### src/rtl/xbus_pkg.sv
// Shared types for the multiplexed external bus controller.
// Assumes a 16-bit shared address/data bus with two byte lanes.
package xbus_pkg;

    localparam int BUS_W = 16;

    // Phases of one external cycle.
    typedef enum logic [2:0] {
        ST_IDLE,
        ST_ADDR,
        ST_HOLD,
        ST_TURN,
        ST_STRB,
        ST_TAIL
    } xb_state_e;

    // Decoded per-window timing fields.
    typedef struct packed {
        logic [2:0] addr_ext;
        logic       addr_hold;
        logic       rd_turn;
        logic       tail_hold;
        logic [3:0] wr_stretch;
        logic [3:0] rd_stretch;
    } xb_timing_t;

endpackage

### src/rtl/xbus_cfg.sv
// Configuration storage: global enable plus control and timing per window.
// Word map: 0 = global, NUM_WIN+n = control of window n, 2*NUM_WIN+n = timing.
// Assumes writes are single-cycle strobes; there is no readback.
module xbus_cfg
    import xbus_pkg::*;
#(
    parameter int          NUM_WIN = 4,
    parameter logic [15:0] TIM_RST = 16'h70FF,
    parameter int          CFG_AW  = 4
) (
    input  logic                         clk,
    input  logic                         rst_n,
    input  logic                         cfg_we,
    input  logic [CFG_AW-1:0]            cfg_addr,
    input  logic [15:0]                  cfg_wdata,
    output logic                         glob_en,
    output logic [NUM_WIN-1:0]           win_en,
    output logic [NUM_WIN-1:0]           win_wide,
    output xb_timing_t [NUM_WIN-1:0]     win_tim
);

    localparam int CTRL_BASE = NUM_WIN;
    localparam int TIM_BASE  = 2 * NUM_WIN;

    // Field slices of an incoming timing word.
    xb_timing_t tim_wr;
    xb_timing_t tim_rst_val;
    logic       unused_tim_bits;

    assign tim_wr          = '{addr_ext: cfg_wdata[14:12], addr_hold: cfg_wdata[10],
                               rd_turn: cfg_wdata[9], tail_hold: cfg_wdata[8],
                               wr_stretch: cfg_wdata[7:4], rd_stretch: cfg_wdata[3:0]};
    assign tim_rst_val     = '{addr_ext: TIM_RST[14:12], addr_hold: TIM_RST[10],
                               rd_turn: TIM_RST[9], tail_hold: TIM_RST[8],
                               wr_stretch: TIM_RST[7:4], rd_stretch: TIM_RST[3:0]};
    assign unused_tim_bits = ^{cfg_wdata[15], cfg_wdata[11], TIM_RST[15], TIM_RST[11]};

    // Global enable register.
    always_ff @(posedge clk) begin
        if (!rst_n)
            glob_en <= 1'b0;
        else if (cfg_we && cfg_addr == '0)
            glob_en <= cfg_wdata[0];
    end

    for (genvar w = 0; w < NUM_WIN; w++) begin : g_win
        logic       en_q;
        logic       wide_q;
        xb_timing_t tim_q;

        // Control and timing words of this window.
        always_ff @(posedge clk) begin
            if (!rst_n) begin
                en_q   <= 1'b0;
                wide_q <= 1'b0;
                tim_q  <= tim_rst_val;
            end else if (cfg_we) begin
                if (cfg_addr == CFG_AW'(CTRL_BASE + w)) begin
                    en_q   <= cfg_wdata[0];
                    wide_q <= cfg_wdata[1];
                end
                if (cfg_addr == CFG_AW'(TIM_BASE + w))
                    tim_q <= tim_wr;
            end
        end

        assign win_en[w]   = en_q;
        assign win_wide[w] = wide_q;
        assign win_tim[w]  = tim_q;

        // the timing word holds its reset value in the first clock after reset.
        p_tim_reset_r3: assert property (@(posedge clk) disable iff (!rst_n)
            $past(!rst_n) |-> (tim_q == tim_rst_val))
            else $error("window timing not at reset value");
    end

endmodule

### src/rtl/xbus_win_dec.sv
// Window decoder: matches the upper address bits against the window bases.
// Window n starts at (n+1) << SEL_LSB and spans 2**WIN_BITS bytes.
// Assumes the request address is stable while it is being accepted.
module xbus_win_dec #(
    parameter int NUM_WIN  = 4,
    parameter int ADDR_W   = 32,
    parameter int WIN_BITS = 17,
    parameter int SEL_LSB  = 28,
    parameter int IDX_W    = 2
) (
    input  logic [ADDR_W-1:WIN_BITS] addr_hi,
    input  logic                     glob_en,
    input  logic [NUM_WIN-1:0]       win_en,
    output logic [NUM_WIN-1:0]       hit,
    output logic [IDX_W-1:0]         hit_idx,
    output logic                     hit_ok
);

    localparam int SEL_W = ADDR_W - SEL_LSB;

    for (genvar w = 0; w < NUM_WIN; w++) begin : g_match
        assign hit[w] = (addr_hi[ADDR_W-1:SEL_LSB] == SEL_W'(w + 1)) &&
                        (addr_hi[SEL_LSB-1:WIN_BITS] == '0);
    end

    // Encode the matching window number.
    always_comb begin
        hit_idx = '0;
        for (int w = 0; w < NUM_WIN; w++)
            if (hit[w]) hit_idx = IDX_W'(w);
    end

    assign hit_ok = glob_en && |(hit & win_en);

endmodule

### src/rtl/xbus_seq.sv
// Cycle sequencer: runs one external cycle per accepted request through the
// phases address, hold, turnaround, strobe and tail, with the lengths taken
// from the hit window's timing word. It also owns the bus drive enable.
// Assumes the request fields stay valid during the cycle in which it is accepted.
module xbus_seq
    import xbus_pkg::*;
#(
    parameter int NUM_WIN = 4,
    parameter int IDX_W   = 2
) (
    input  logic                     clk,
    input  logic                     rst_n,
    input  logic                     req_valid,
    output logic                     req_ready,
    input  logic                     req_write,
    input  logic [16:0]              req_addr_lo,
    input  logic [BUS_W-1:0]         req_wdata,
    input  logic [1:0]               req_be,
    input  logic                     dec_ok,
    input  logic [NUM_WIN-1:0]       dec_hit,
    input  logic [IDX_W-1:0]         dec_idx,
    input  logic [NUM_WIN-1:0]       win_wide,
    input  xb_timing_t [NUM_WIN-1:0] win_tim,
    output logic                     rsp_valid,
    output logic                     rsp_err,
    output logic [BUS_W-1:0]         rsp_rdata,
    output logic [BUS_W-1:0]         ad_o,
    output logic                     ad_oe,
    input  logic [BUS_W-1:0]         ad_i,
    output logic                     a16,
    output logic                     ae,
    output logic                     rs_n,
    output logic                     ws_n,
    output logic [NUM_WIN-1:0]       ms_n,
    output logic                     bhe_n,
    output logic                     ble_n
);

    localparam int CNT_W = 5;

    xb_state_e          state_q, nxt_st;
    logic [CNT_W-1:0]   cnt_q, nxt_cnt;
    logic               fin;
    logic               wr_q, wide_q;
    logic [16:0]        addr_q;
    logic [BUS_W-1:0]   wdata_q;
    logic [1:0]         be_q;
    logic [NUM_WIN-1:0] sel_q;
    xb_timing_t         tim_q;
    logic               rsp_valid_q, rsp_err_q;
    logic [BUS_W-1:0]   rdata_q;

    logic               active, addr_phase, be_on;
    xb_state_e          data_st;
    logic [CNT_W-1:0]   data_cnt, strb_len;

    // Strobe length minus one, and the first phase after the address part.
    always_comb begin
        strb_len = CNT_W'(1) + CNT_W'(wr_q ? tim_q.wr_stretch : tim_q.rd_stretch);
        data_st  = (!wr_q && tim_q.rd_turn) ? ST_TURN : ST_STRB;
        data_cnt = (data_st == ST_TURN) ? '0 : strb_len;
    end

    // Choose the phase that follows the current one.
    always_comb begin
        nxt_st  = state_q;
        nxt_cnt = cnt_q;
        fin     = 1'b0;
        if (state_q != ST_IDLE) begin
            if (cnt_q != '0) begin
                nxt_cnt = cnt_q - CNT_W'(1);
            end else begin
                case (state_q)
                    ST_ADDR: begin
                        if (tim_q.addr_hold) begin
                            nxt_st  = ST_HOLD;
                            nxt_cnt = '0;
                        end else begin
                            nxt_st  = data_st;
                            nxt_cnt = data_cnt;
                        end
                    end
                    ST_HOLD: begin
                        nxt_st  = data_st;
                        nxt_cnt = data_cnt;
                    end
                    ST_TURN: begin
                        nxt_st  = ST_STRB;
                        nxt_cnt = strb_len;
                    end
                    ST_STRB: begin
                        if (tim_q.tail_hold) begin
                            nxt_st  = ST_TAIL;
                            nxt_cnt = '0;
                        end else begin
                            nxt_st = ST_IDLE;
                            fin    = 1'b1;
                        end
                    end
                    ST_TAIL: begin
                        nxt_st = ST_IDLE;
                        fin    = 1'b1;
                    end
                    default: nxt_st = ST_IDLE;
                endcase
            end
        end
    end

    // Accept requests, step the phases, and produce responses.
    always_ff @(posedge clk) begin
        if (!rst_n) begin
            state_q     <= ST_IDLE;
            cnt_q       <= '0;
            wr_q        <= 1'b0;
            wide_q      <= 1'b0;
            addr_q      <= '0;
            wdata_q     <= '0;
            be_q        <= '0;
            sel_q       <= '0;
            tim_q       <= '0;
            rsp_valid_q <= 1'b0;
            rsp_err_q   <= 1'b0;
            rdata_q     <= '0;
        end else begin
            rsp_valid_q <= 1'b0;
            if (state_q == ST_IDLE) begin
                if (req_valid) begin
                    rdata_q <= '0;
                    if (dec_ok) begin
                        state_q <= ST_ADDR;
                        cnt_q   <= CNT_W'(win_tim[dec_idx].addr_ext);
                        tim_q   <= win_tim[dec_idx];
                        wide_q  <= win_wide[dec_idx];
                        sel_q   <= dec_hit;
                        wr_q    <= req_write;
                        addr_q  <= req_addr_lo;
                        wdata_q <= req_wdata;
                        be_q    <= req_be;
                    end else begin
                        rsp_valid_q <= 1'b1;
                        rsp_err_q   <= 1'b1;
                    end
                end
            end else begin
                state_q <= nxt_st;
                cnt_q   <= nxt_cnt;
                if (fin) begin
                    rsp_valid_q <= 1'b1;
                    rsp_err_q   <= 1'b0;
                end
                if (state_q == ST_STRB && cnt_q == '0 && !wr_q)
                    rdata_q <= wide_q ? ad_i : {8'h00, ad_i[7:0]};
            end
        end
    end

    // Pin values decoded from the phase register and the latched request.
    always_comb begin
        active     = (state_q != ST_IDLE);
        addr_phase = (state_q == ST_ADDR) || (state_q == ST_HOLD);
        be_on      = wide_q && (state_q == ST_STRB) && (wr_q || cnt_q == '0);
        req_ready  = !active;
        ms_n       = active ? ~sel_q : '1;
        ae         = (state_q == ST_ADDR);
        ad_oe      = addr_phase || (wr_q && (state_q == ST_STRB || state_q == ST_TAIL));
        if (addr_phase)
            ad_o = wide_q ? addr_q[16:1] : addr_q[15:0];
        else
            ad_o = wide_q ? wdata_q : {8'h00, wdata_q[7:0]};
        a16        = active && !wide_q && addr_q[16];
        rs_n       = !((state_q == ST_STRB) && !wr_q);
        ws_n       = !((state_q == ST_STRB) && wr_q);
        bhe_n      = !(be_on && be_q[1]);
        ble_n      = !(be_on && be_q[0]);
    end

    assign rsp_valid = rsp_valid_q;
    assign rsp_err   = rsp_err_q;
    assign rsp_rdata = rdata_q;

    // at most one select low, unchanged through a running cycle.
    p_one_select_r1: assert property (@(posedge clk) disable iff (!rst_n)
        $onehot0(~ms_n)) else $error("more than one select low");
    p_select_steady_r1: assert property (@(posedge clk) disable iff (!rst_n)
        (active && $past(active)) |-> $stable(ms_n)) else $error("select moved mid-cycle");
    // a refused request leaves the bus quiet.
    p_err_quiet_r2: assert property (@(posedge clk) disable iff (!rst_n)
        (rsp_valid && rsp_err) |-> ((&ms_n) && !ad_oe && rs_n && ws_n && !ae))
        else $error("bus active on refused request");
    // the address enable only appears with the address driven and a select low.
    p_ae_driven_r4: assert property (@(posedge clk) disable iff (!rst_n)
        ae |-> (ad_oe && !(&ms_n))) else $error("ae without driven address");
    // the strobes never overlap.
    p_strobe_excl_r8: assert property (@(posedge clk) disable iff (!rst_n)
        !(!rs_n && !ws_n)) else $error("read and write strobes together");
    // the bus is released while the read strobe is low.
    p_read_release_r13: assert property (@(posedge clk) disable iff (!rst_n)
        !rs_n |-> !ad_oe) else $error("bus driven during read strobe");
    // read byte enables are followed at once by the strobe rising.
    p_rd_be_last_r10: assert property (@(posedge clk) disable iff (!rst_n)
        (!rs_n && (!bhe_n || !ble_n)) |=> rs_n) else $error("read enables not in last clock");
    // an 8-bit window never asserts a byte enable.
    p_narrow_no_be_r11: assert property (@(posedge clk) disable iff (!rst_n)
        (active && !wide_q) |-> (bhe_n && ble_n)) else $error("byte enable in 8-bit window");
    // a ready block has no select low, and responses last one clock.
    p_ready_idle_r14: assert property (@(posedge clk) disable iff (!rst_n)
        req_ready |-> (&ms_n)) else $error("ready while cycle runs");
    p_rsp_pulse_r14: assert property (@(posedge clk) disable iff (!rst_n)
        (rsp_valid && !rsp_err) |=> !rsp_valid) else $error("response longer than one clock");

endmodule

### src/rtl/xbus_master.sv
// Top of the multiplexed external bus controller: configuration storage,
// window decoder and cycle sequencer. The shared lines are split into an
// outgoing value, a drive enable and an incoming value for the pad ring.
// Assumes one request at a time through a valid/ready handshake.
module xbus_master
    import xbus_pkg::*;
#(
    parameter int          NUM_WIN  = 4,
    parameter int          ADDR_W   = 32,
    parameter int          WIN_BITS = 17,
    parameter int          SEL_LSB  = 28,
    parameter logic [15:0] TIM_RST  = 16'h70FF,
    localparam int         CFG_AW   = $clog2(3 * NUM_WIN)
) (
    input  logic               clk,
    input  logic               rst_n,
    input  logic               cfg_we,
    input  logic [CFG_AW-1:0]  cfg_addr,
    input  logic [15:0]        cfg_wdata,
    input  logic               req_valid,
    output logic               req_ready,
    input  logic               req_write,
    input  logic [ADDR_W-1:0]  req_addr,
    input  logic [BUS_W-1:0]   req_wdata,
    input  logic [1:0]         req_be,
    output logic               rsp_valid,
    output logic               rsp_err,
    output logic [BUS_W-1:0]   rsp_rdata,
    output logic [BUS_W-1:0]   ad_o,
    output logic               ad_oe,
    input  logic [BUS_W-1:0]   ad_i,
    output logic               a16,
    output logic               ae,
    output logic               rs_n,
    output logic               ws_n,
    output logic [NUM_WIN-1:0] ms_n,
    output logic               bhe_n,
    output logic               ble_n
);

    localparam int IDX_W = (NUM_WIN > 1) ? $clog2(NUM_WIN) : 1;

    logic                     glob_en;
    logic [NUM_WIN-1:0]       win_en, win_wide, dec_hit;
    xb_timing_t [NUM_WIN-1:0] win_tim;
    logic [IDX_W-1:0]         dec_idx;
    logic                     dec_ok;

    xbus_cfg #(.NUM_WIN(NUM_WIN), .TIM_RST(TIM_RST), .CFG_AW(CFG_AW)) u_cfg (
        .clk       (clk),
        .rst_n     (rst_n),
        .cfg_we    (cfg_we),
        .cfg_addr  (cfg_addr),
        .cfg_wdata (cfg_wdata),
        .glob_en   (glob_en),
        .win_en    (win_en),
        .win_wide  (win_wide),
        .win_tim   (win_tim)
    );

    xbus_win_dec #(.NUM_WIN(NUM_WIN), .ADDR_W(ADDR_W), .WIN_BITS(WIN_BITS),
                   .SEL_LSB(SEL_LSB), .IDX_W(IDX_W)) u_dec (
        .addr_hi (req_addr[ADDR_W-1:WIN_BITS]),
        .glob_en (glob_en),
        .win_en  (win_en),
        .hit     (dec_hit),
        .hit_idx (dec_idx),
        .hit_ok  (dec_ok)
    );

    xbus_seq #(.NUM_WIN(NUM_WIN), .IDX_W(IDX_W)) u_seq (
        .clk         (clk),
        .rst_n       (rst_n),
        .req_valid   (req_valid),
        .req_ready   (req_ready),
        .req_write   (req_write),
        .req_addr_lo (req_addr[16:0]),
        .req_wdata   (req_wdata),
        .req_be      (req_be),
        .dec_ok      (dec_ok),
        .dec_hit     (dec_hit),
        .dec_idx     (dec_idx),
        .win_wide    (win_wide),
        .win_tim     (win_tim),
        .rsp_valid   (rsp_valid),
        .rsp_err     (rsp_err),
        .rsp_rdata   (rsp_rdata),
        .ad_o        (ad_o),
        .ad_oe       (ad_oe),
        .ad_i        (ad_i),
        .a16         (a16),
        .ae          (ae),
        .rs_n        (rs_n),
        .ws_n        (ws_n),
        .ms_n        (ms_n),
        .bhe_n       (bhe_n),
        .ble_n       (ble_n)
    );

endmodule

### config.mk
export PLATFORM = sky130hd
export DESIGN_NAME = xbus_master
export DESIGN_NICKNAME = d
export VERILOG_FILES = /design/src/rtl/xbus_pkg.sv /design/src/rtl/xbus_cfg.sv /design/src/rtl/xbus_win_dec.sv /design/src/rtl/xbus_seq.sv /design/src/rtl/xbus_master.sv
export SDC_FILE = /design/constraint.sdc
export NUM_CORES = 1
export LEC_CHECK = 0
export ABC_CLOCK_PERIOD_IN_PS = 3100
export BUFFER_PORTS_ARGS = -buffer_cell sky130_fd_sc_hd__buf_2
export CORE_ASPECT_RATIO = 1.5
export CORE_MARGIN = 4
export CORE_UTILIZATION = 55
export DETAILED_ROUTE_END_ITERATION = 7
export GPL_TIMING_DRIVEN = 1
export PLACE_DENSITY = 0.77
export SLEW_MARGIN = 30
export SYNTH_ARGS = -nofsm -noshare
export SYNTH_HDL_FRONTEND = slang
export SYNTH_HIERARCHICAL = 1
export SYNTH_SLANG_ARGS = --single-unit
### constraint.sdc
create_clock -name clk -period 3.1 [get_ports clk]
set_input_delay 0.155 -clock clk [delete_from_list [all_inputs] [get_ports clk]]
set_output_delay 0.155 -clock clk [all_outputs]
set_load 0.005 [all_outputs]
## After elaboration in Yosys (flattened, before gate mapping)

Index checks and enable logic that the tools add are counted.

| storage, ports and cells | value |
|---|---|
| flip-flop bits (word level) | 143 |
| input port bits | 91 |
| output and inout port bits | 46 |
| logic and storage cells | 176 |

| cells by class | value |
|---|---|
| $add $sub $neg | 2 |
| magnitude comparators | 1 |
| eq/ne operators | 23 |
| mux-type cells | 46 |
| bitwise gates (word level) | 2 |
| reductions and logical operators | 53 |

Operators with widths:

| cell | number |
|---|---|
| $mux 16 | 7 |
| $mux 5 | 8 |
| $bmux 14 s2 | 1 |
| $mux 3 | 8 |
| $eq 4x3->1 const B | 5 |
| $pmux 5 s4 | 1 |
| $logic_and 1x1->1 | 18 |
| $reduce_and 2->1 | 9 |
| $eq 4x4->1 const B | 4 |
| $mux 14 | 1 |
| $mux 1 | 13 |
| $pmux 3 s4 | 1 |
| $logic_not 11->1 | 1 |
| $eq 3x2->1 const B | 3 |
| $eq 4x2->1 const B | 2 |
| $mux 4 | 2 |
| $ne 2x2->1 const B | 4 |
| $logic_not 1->1 | 7 |
| $eq 3x3->1 const B | 2 |
| $reduce_and 3->1 | 2 |
| $reduce_bool 2->1 | 3 |
| $reduce_bool 6->1 | 1 |
| $add 1x5->5 const A | 1 |
| $logic_not 5->1 | 1 |
| other kinds (18) | 22 |

## Longest topological paths before layout

| logic depth | value |
|---|---|
| depth after elaboration | 10 |
| gate-level depth with buffers | 9 |
| depth with buffers taken out | 8 |

## Hierarchy

Netlist, hierarchy kept.

Modules (own cells, without submodules):

| module | times used | cells each | area each (µm²) | sequential area each (µm²) |
|---|---|---|---|---|
| xbus_seq | 1 | 484 | 4,145.2 | 1,561.5 |
| xbus_cfg | 1 | 265 | 2,666.3 | 1,301.2 |
| xbus_win_dec | 1 | 21 | 166.4 | 0.0 |

## Worst setup path after synthesis

Ideal clock, no wire load.

| path | value |
|---|---|
| path type | input -> register |
| start | input req_addr[22] |
| end | register u_seq.wide_q |
| arrival | 2,265 ps |
| required time | 2,977 ps |
| setup slack | 713 ps |
| stages on the path | 8 |
| path buffers | 2 |
| path through | nor4_2 -> nand3_2 -> nor3_1 -> buf_2 -> buf_1 -> mux4_2 -> nand2_1 -> a21boi_0 |

| on the way | value |
|---|---|
| word-level cells in the longest chain between the ends | 7 |
| elaborated cells between the ends (all ways) | 14 |
| classes of those cells | mux (5); bitwise (1); reduce/logical (8) |

RTL lines:

| item | line | source |
|---|---|---|
| start, declared | xbus_master.sv:23 | `input logic [ADDR_W-1:0] req_addr,` |
| $logic_not 11->1 (*) | xbus_win_dec.sv:23 | `(addr_hi[SEL_LSB-1:WIN_BITS] == '0);` |
| $logic_and 1x1->1 | xbus_win_dec.sv:22 | `assign hit[w] = (addr_hi[ADDR_W-1:SEL_LSB] == SEL_W'(w + 1)) &&` |
| $mux 1 | xbus_win_dec.sv:30 | `if (hit[w]) hit_idx = IDX_W'(w);` |
| $mux 2 | xbus_win_dec.sv:30 |  |
| $mux 2 (*) | xbus_win_dec.sv:30 |  |
| net dec_idx[0] | xbus_master.sv:46 | `logic [IDX_W-1:0] dec_idx;` |
| $bmux 1 s2 (*) | xbus_seq.sv:134 | `wide_q <= win_wide[dec_idx];` |
| $mux 1 (not written as such) (*) | xbus_seq.sv:134 |  |
| end signal, assigned | xbus_seq.sv:134 |  |
| end, declared | xbus_seq.sv:44 | `logic wr_q, wide_q;` |

The timed path passes the listed nets; every way through them passes the cells marked *. The select of a mux whose other input is x is not followed.
A chain may end at the register's enable or synchronous reset.

## Worst setup path in the final report

| path | value |
|---|---|
| start | register u_seq.state_q[0] |
| end | output ad_o[0] |

| on the way | value |
|---|---|
| word-level cells in the longest chain between the ends | 3 |
| elaborated cells between the ends (all ways) | 4 |
| classes of those cells | eq/ne (2); mux (1); reduce/logical (1) |

RTL lines:

| item | line | source |
|---|---|---|
| start, declared | xbus_seq.sv:41 | `xb_state_e state_q, nxt_st;` |
| start signal, assigned | xbus_seq.sv:146 | `state_q <= nxt_st;` |
| $eq 3x1->1 / $eq 3x2->1 (equally long branches) | xbus_seq.sv:161 | `addr_phase = (state_q == ST_ADDR) \|\| (state_q == ST_HOLD);` |
| $logic_or 1x1->1 (*) | xbus_seq.sv:161 |  |
| $mux 16 (*) | xbus_seq.sv:167 | `if (addr_phase)` |
| end, declared | xbus_master.sv:29 | `output logic [BUS_W-1:0] ad_o,` |

Every way passes the cells marked *; elsewhere a longest branch is shown, timed or not.

==> run_results.csv <==
group,metric,value,unit
synthesis,ys_ff_latch,143,
floorplan,initial_core_util,56.1,%
pwr,power.density,603,mW/mm2
drt,drc,0,
grt,overflow,0,
sta,finalMaxSlewViolations,0,
sta,min_period_over_period,82.8,%
drt,routedWlPerCell,16.0,um
sta,hold_violations,0,
placed_design,hpwl,11.8,mm
clocking,clock-sinks,143,
sta,rsz0062_at_grt,"false",
drt,detail-route-antenna-nets,0,
layout,mostFrequentLayoutCell,"nand2_1",
grt,grt_pass1_vias,6111,
grt,grt_max_degree,113,
synthesis,synth.net_count,863,
status,status,"completed",
synthesis,synth.distinct_cells,63,
clocking,clk_latency,420,ps
setup_path,reg2reg_depth,7,
clocking,cts_tree,"built",
setup_path,worstPathRequired,2940,ps
layout,final_cell_mix,"nand2_1, dfxtp_1, buf_2",
layout,syn2layout_area_growth,22.5,%
grt,grt_pass1_wl,28.4,mm
layout,nNetsFinal,1000,
floorplan,pin_count,137,
setup_path,cp.arrival,2410,ps
clocking,clockBufferDepth,2,
synthesis,synth-edff-count,0,
sta,setup_violations,0,
setup_path,start_kind,"flop",
placed_design,gp_congestion,0.884,
drt,routed_wl,17.2,mm
hold_path,hold_class,"in -> reg",
synthesis,async_flop_share,0,%
clocking,numCtsBuffers,17,
floorplan,rows,50,
layout,drive_gt1_share,25.1,%
sta,max_slew_margin,46.4,%
drt,first_pass_iters,5,
floorplan,die_w,100,um
synthesis,yosysWarnings,6,
clocking,cts-htree-levels,4,
grt,antenna_found_initial,0,
layout,fillers,966,
floorplan,coreArea,0.0124,mm2
floorplan,die-area,0.0146,mm2
layout,utilization,68.7,%
sta,fin_setup_tns,0,ps
sta,timing.final.crit_period,2570,ps
layout,n_antenna_cell,0,
sta,fin_skew,8.49,ps
pwr,p_leak,0.00338,uW
synthesis,syn_inst,770,
sta,max_freq,389,MHz
synthesis,yosysSeqAreaShare,41.0,%
drt,vias,6042,
grt,track_usage,23.8,%
synthesis,synth_flop_cell,"dfxtp_1",
floorplan,die_h,146,um
setup_path,setup.worst_path.class,"reg -> out",
pwr,ir_worst_vdd,0.381,mV
hold_path,whs_path_depth,3,
placed_design,io_buffers,134,
run,maxCapViolCount,0,
synthesis,synth_area,0.00698,mm2
synthesis,syn_area_per_cell,9.06,um2
sta,worst_pin_slew,801,ps
drt,drt_iter0_markers,260,
drt,viasPerCell,5.62,
setup_path,worstSetupEndpointType,"primary output",
clocking,clk_pin_slew,60,ps
clocking,post_cts_buffers,0,
setup_path,crit_fanout,16,
clocking,ctsRootBufferMaster,"clkbuf_16",
[flip-flops by register name (all words and copies together), names as in the netlist, 5 cells and up]
signal           count
u_seq/cnt_q          5
u_seq/wdata_q       16
u_seq/rsp_rdata     16
u_cfg/win_tim       56
u_seq/addr_q        17
u_seq/tim_q         11
[final timing paths]
check | slack, ps | endpoint | start
min reg2reg | 450 | u_seq/rsp_rdata[14] | u_seq/rsp_rdata[14]
max reg2reg | 780 | u_seq/rsp_rdata[6] | u_seq/cnt_q[0]
min | 10 | u_seq/wr_q | req_write
max | 530 | ad_o[0] | u_seq/state_q[0]
[report_power, final]
group	switching [uW]	internal, uW
Sequential	47.8	1910
Clock	834	1130
Combinational	757	479
Total	1640	3510
[logic make-up (layout without fill, tap and decap cells)]
group / Yosys count / in the layout / synth area share [%]
AOI/OAI and AO/OA: 177 / 177 / 17.4
muxes: 78 / 78 / 14.1
buffers and inverters: 82 / 232 / 6.01
and+or+nand+nor: 281 / 281 / 20.2
xor gates and xnor gates: 6 / 6 / 0.753
adders and majority gates: 3 / 3 / 0.502
DFF: 143 / 143 / 41.0
[repair_timing]
action | 4_1_cts | 5_1_grt
hold buffers | 34 | 0
endpoints found under the hold margin | 34 | 0
gates resized for setup | 0 | 0
[cell usage after synthesis (3+ instances only)]
| cell | instances | share of area, % |
|---|---|---|
| a22oi_1 | 8 | 0.86 |
| buf_6 | 7 | 1.1 |
| nand3_2 | 3 | 0.43 |
| mux2i_1 | 53 | 7.6 |
| o211ai_1 | 25 | 2.7 |
| xnor2_1 | 4 | 0.50 |
| o21ai_0 | 35 | 2.5 |
| dfxtp_1 | 143 | 41 |
| nor2b_1 | 43 | 3.9 |
| nand3b_1 | 3 | 0.32 |
| buf_4 | 10 | 1.1 |
| buf_1 | 6 | 0.32 |
| mux2_2 | 10 | 1.6 |
| inv_1 | 15 | 0.81 |
| a22o_1 | 8 | 1.0 |
| buf_2 | 17 | 1.2 |
| nor4_2 | 3 | 0.54 |
| clkbuf_1 | 27 | 1.5 |
| a21boi_0 | 53 | 5.7 |
| nor3b_1 | 4 | 0.43 |
| nor3_1 | 3 | 0.22 |
| a21boi_1 | 8 | 0.86 |
| nand2_1 | 156 | 8.4 |
| a31oi_1 | 4 | 0.36 |
| nand3_1 | 16 | 1.1 |
| or3_1 | 4 | 0.36 |
| a21oi_1 | 20 | 1.4 |
| nor2_1 | 24 | 1.3 |
| mux4_2 | 15 | 4.8 |
[worst max-delay path: stages (launching register included)]
cell     delay (ps)
dfxtp_1         310
buf_4           190
xnor2_1         150
nor2_1          630
buf_4           340
nor2_1           60
a21oi_1         170
buf_2           150
[metal layers]
layer	part of all wire, %	global-route usage, %
met1	40	27.5
met2	52	41.5
met3	5.7	5.18
met4	2.4	10.3
met5	0	0
[layout make-up]
cell class	instances	area [um2]	area share [%]
Timing Repair Buffer	185	1150	13.5
Multi-Input combinational cell	545	3700	43.3
Clock inverter	15	151	1.77
Inverter	15	56.3	0.659
Sequential cell	143	2860	33.5
Tap cell	156	195	2.28
Clock buffer	17	425	4.98
[metrics by stage]
stage | power, uW | cells | area, um2 | setup WS [ps] | hold WS [ps]
finish | 5150 | 1076 | 8550 | 533 | 9.75
detailed placement | 3160 | 1009 | 7610 | 645 | 412
global route | 5400 | 1076 | 8550 | 377 | 2.54
global placement | 3130 | 1009 | 7610 | 692 | 406
CTS | 5160 | 1075 | 8530 | 528 | 0.465
floorplan | 2820 | 770 | 6980 | 713 | 259
No activity file was read; power rests on OpenSTA's default activity.
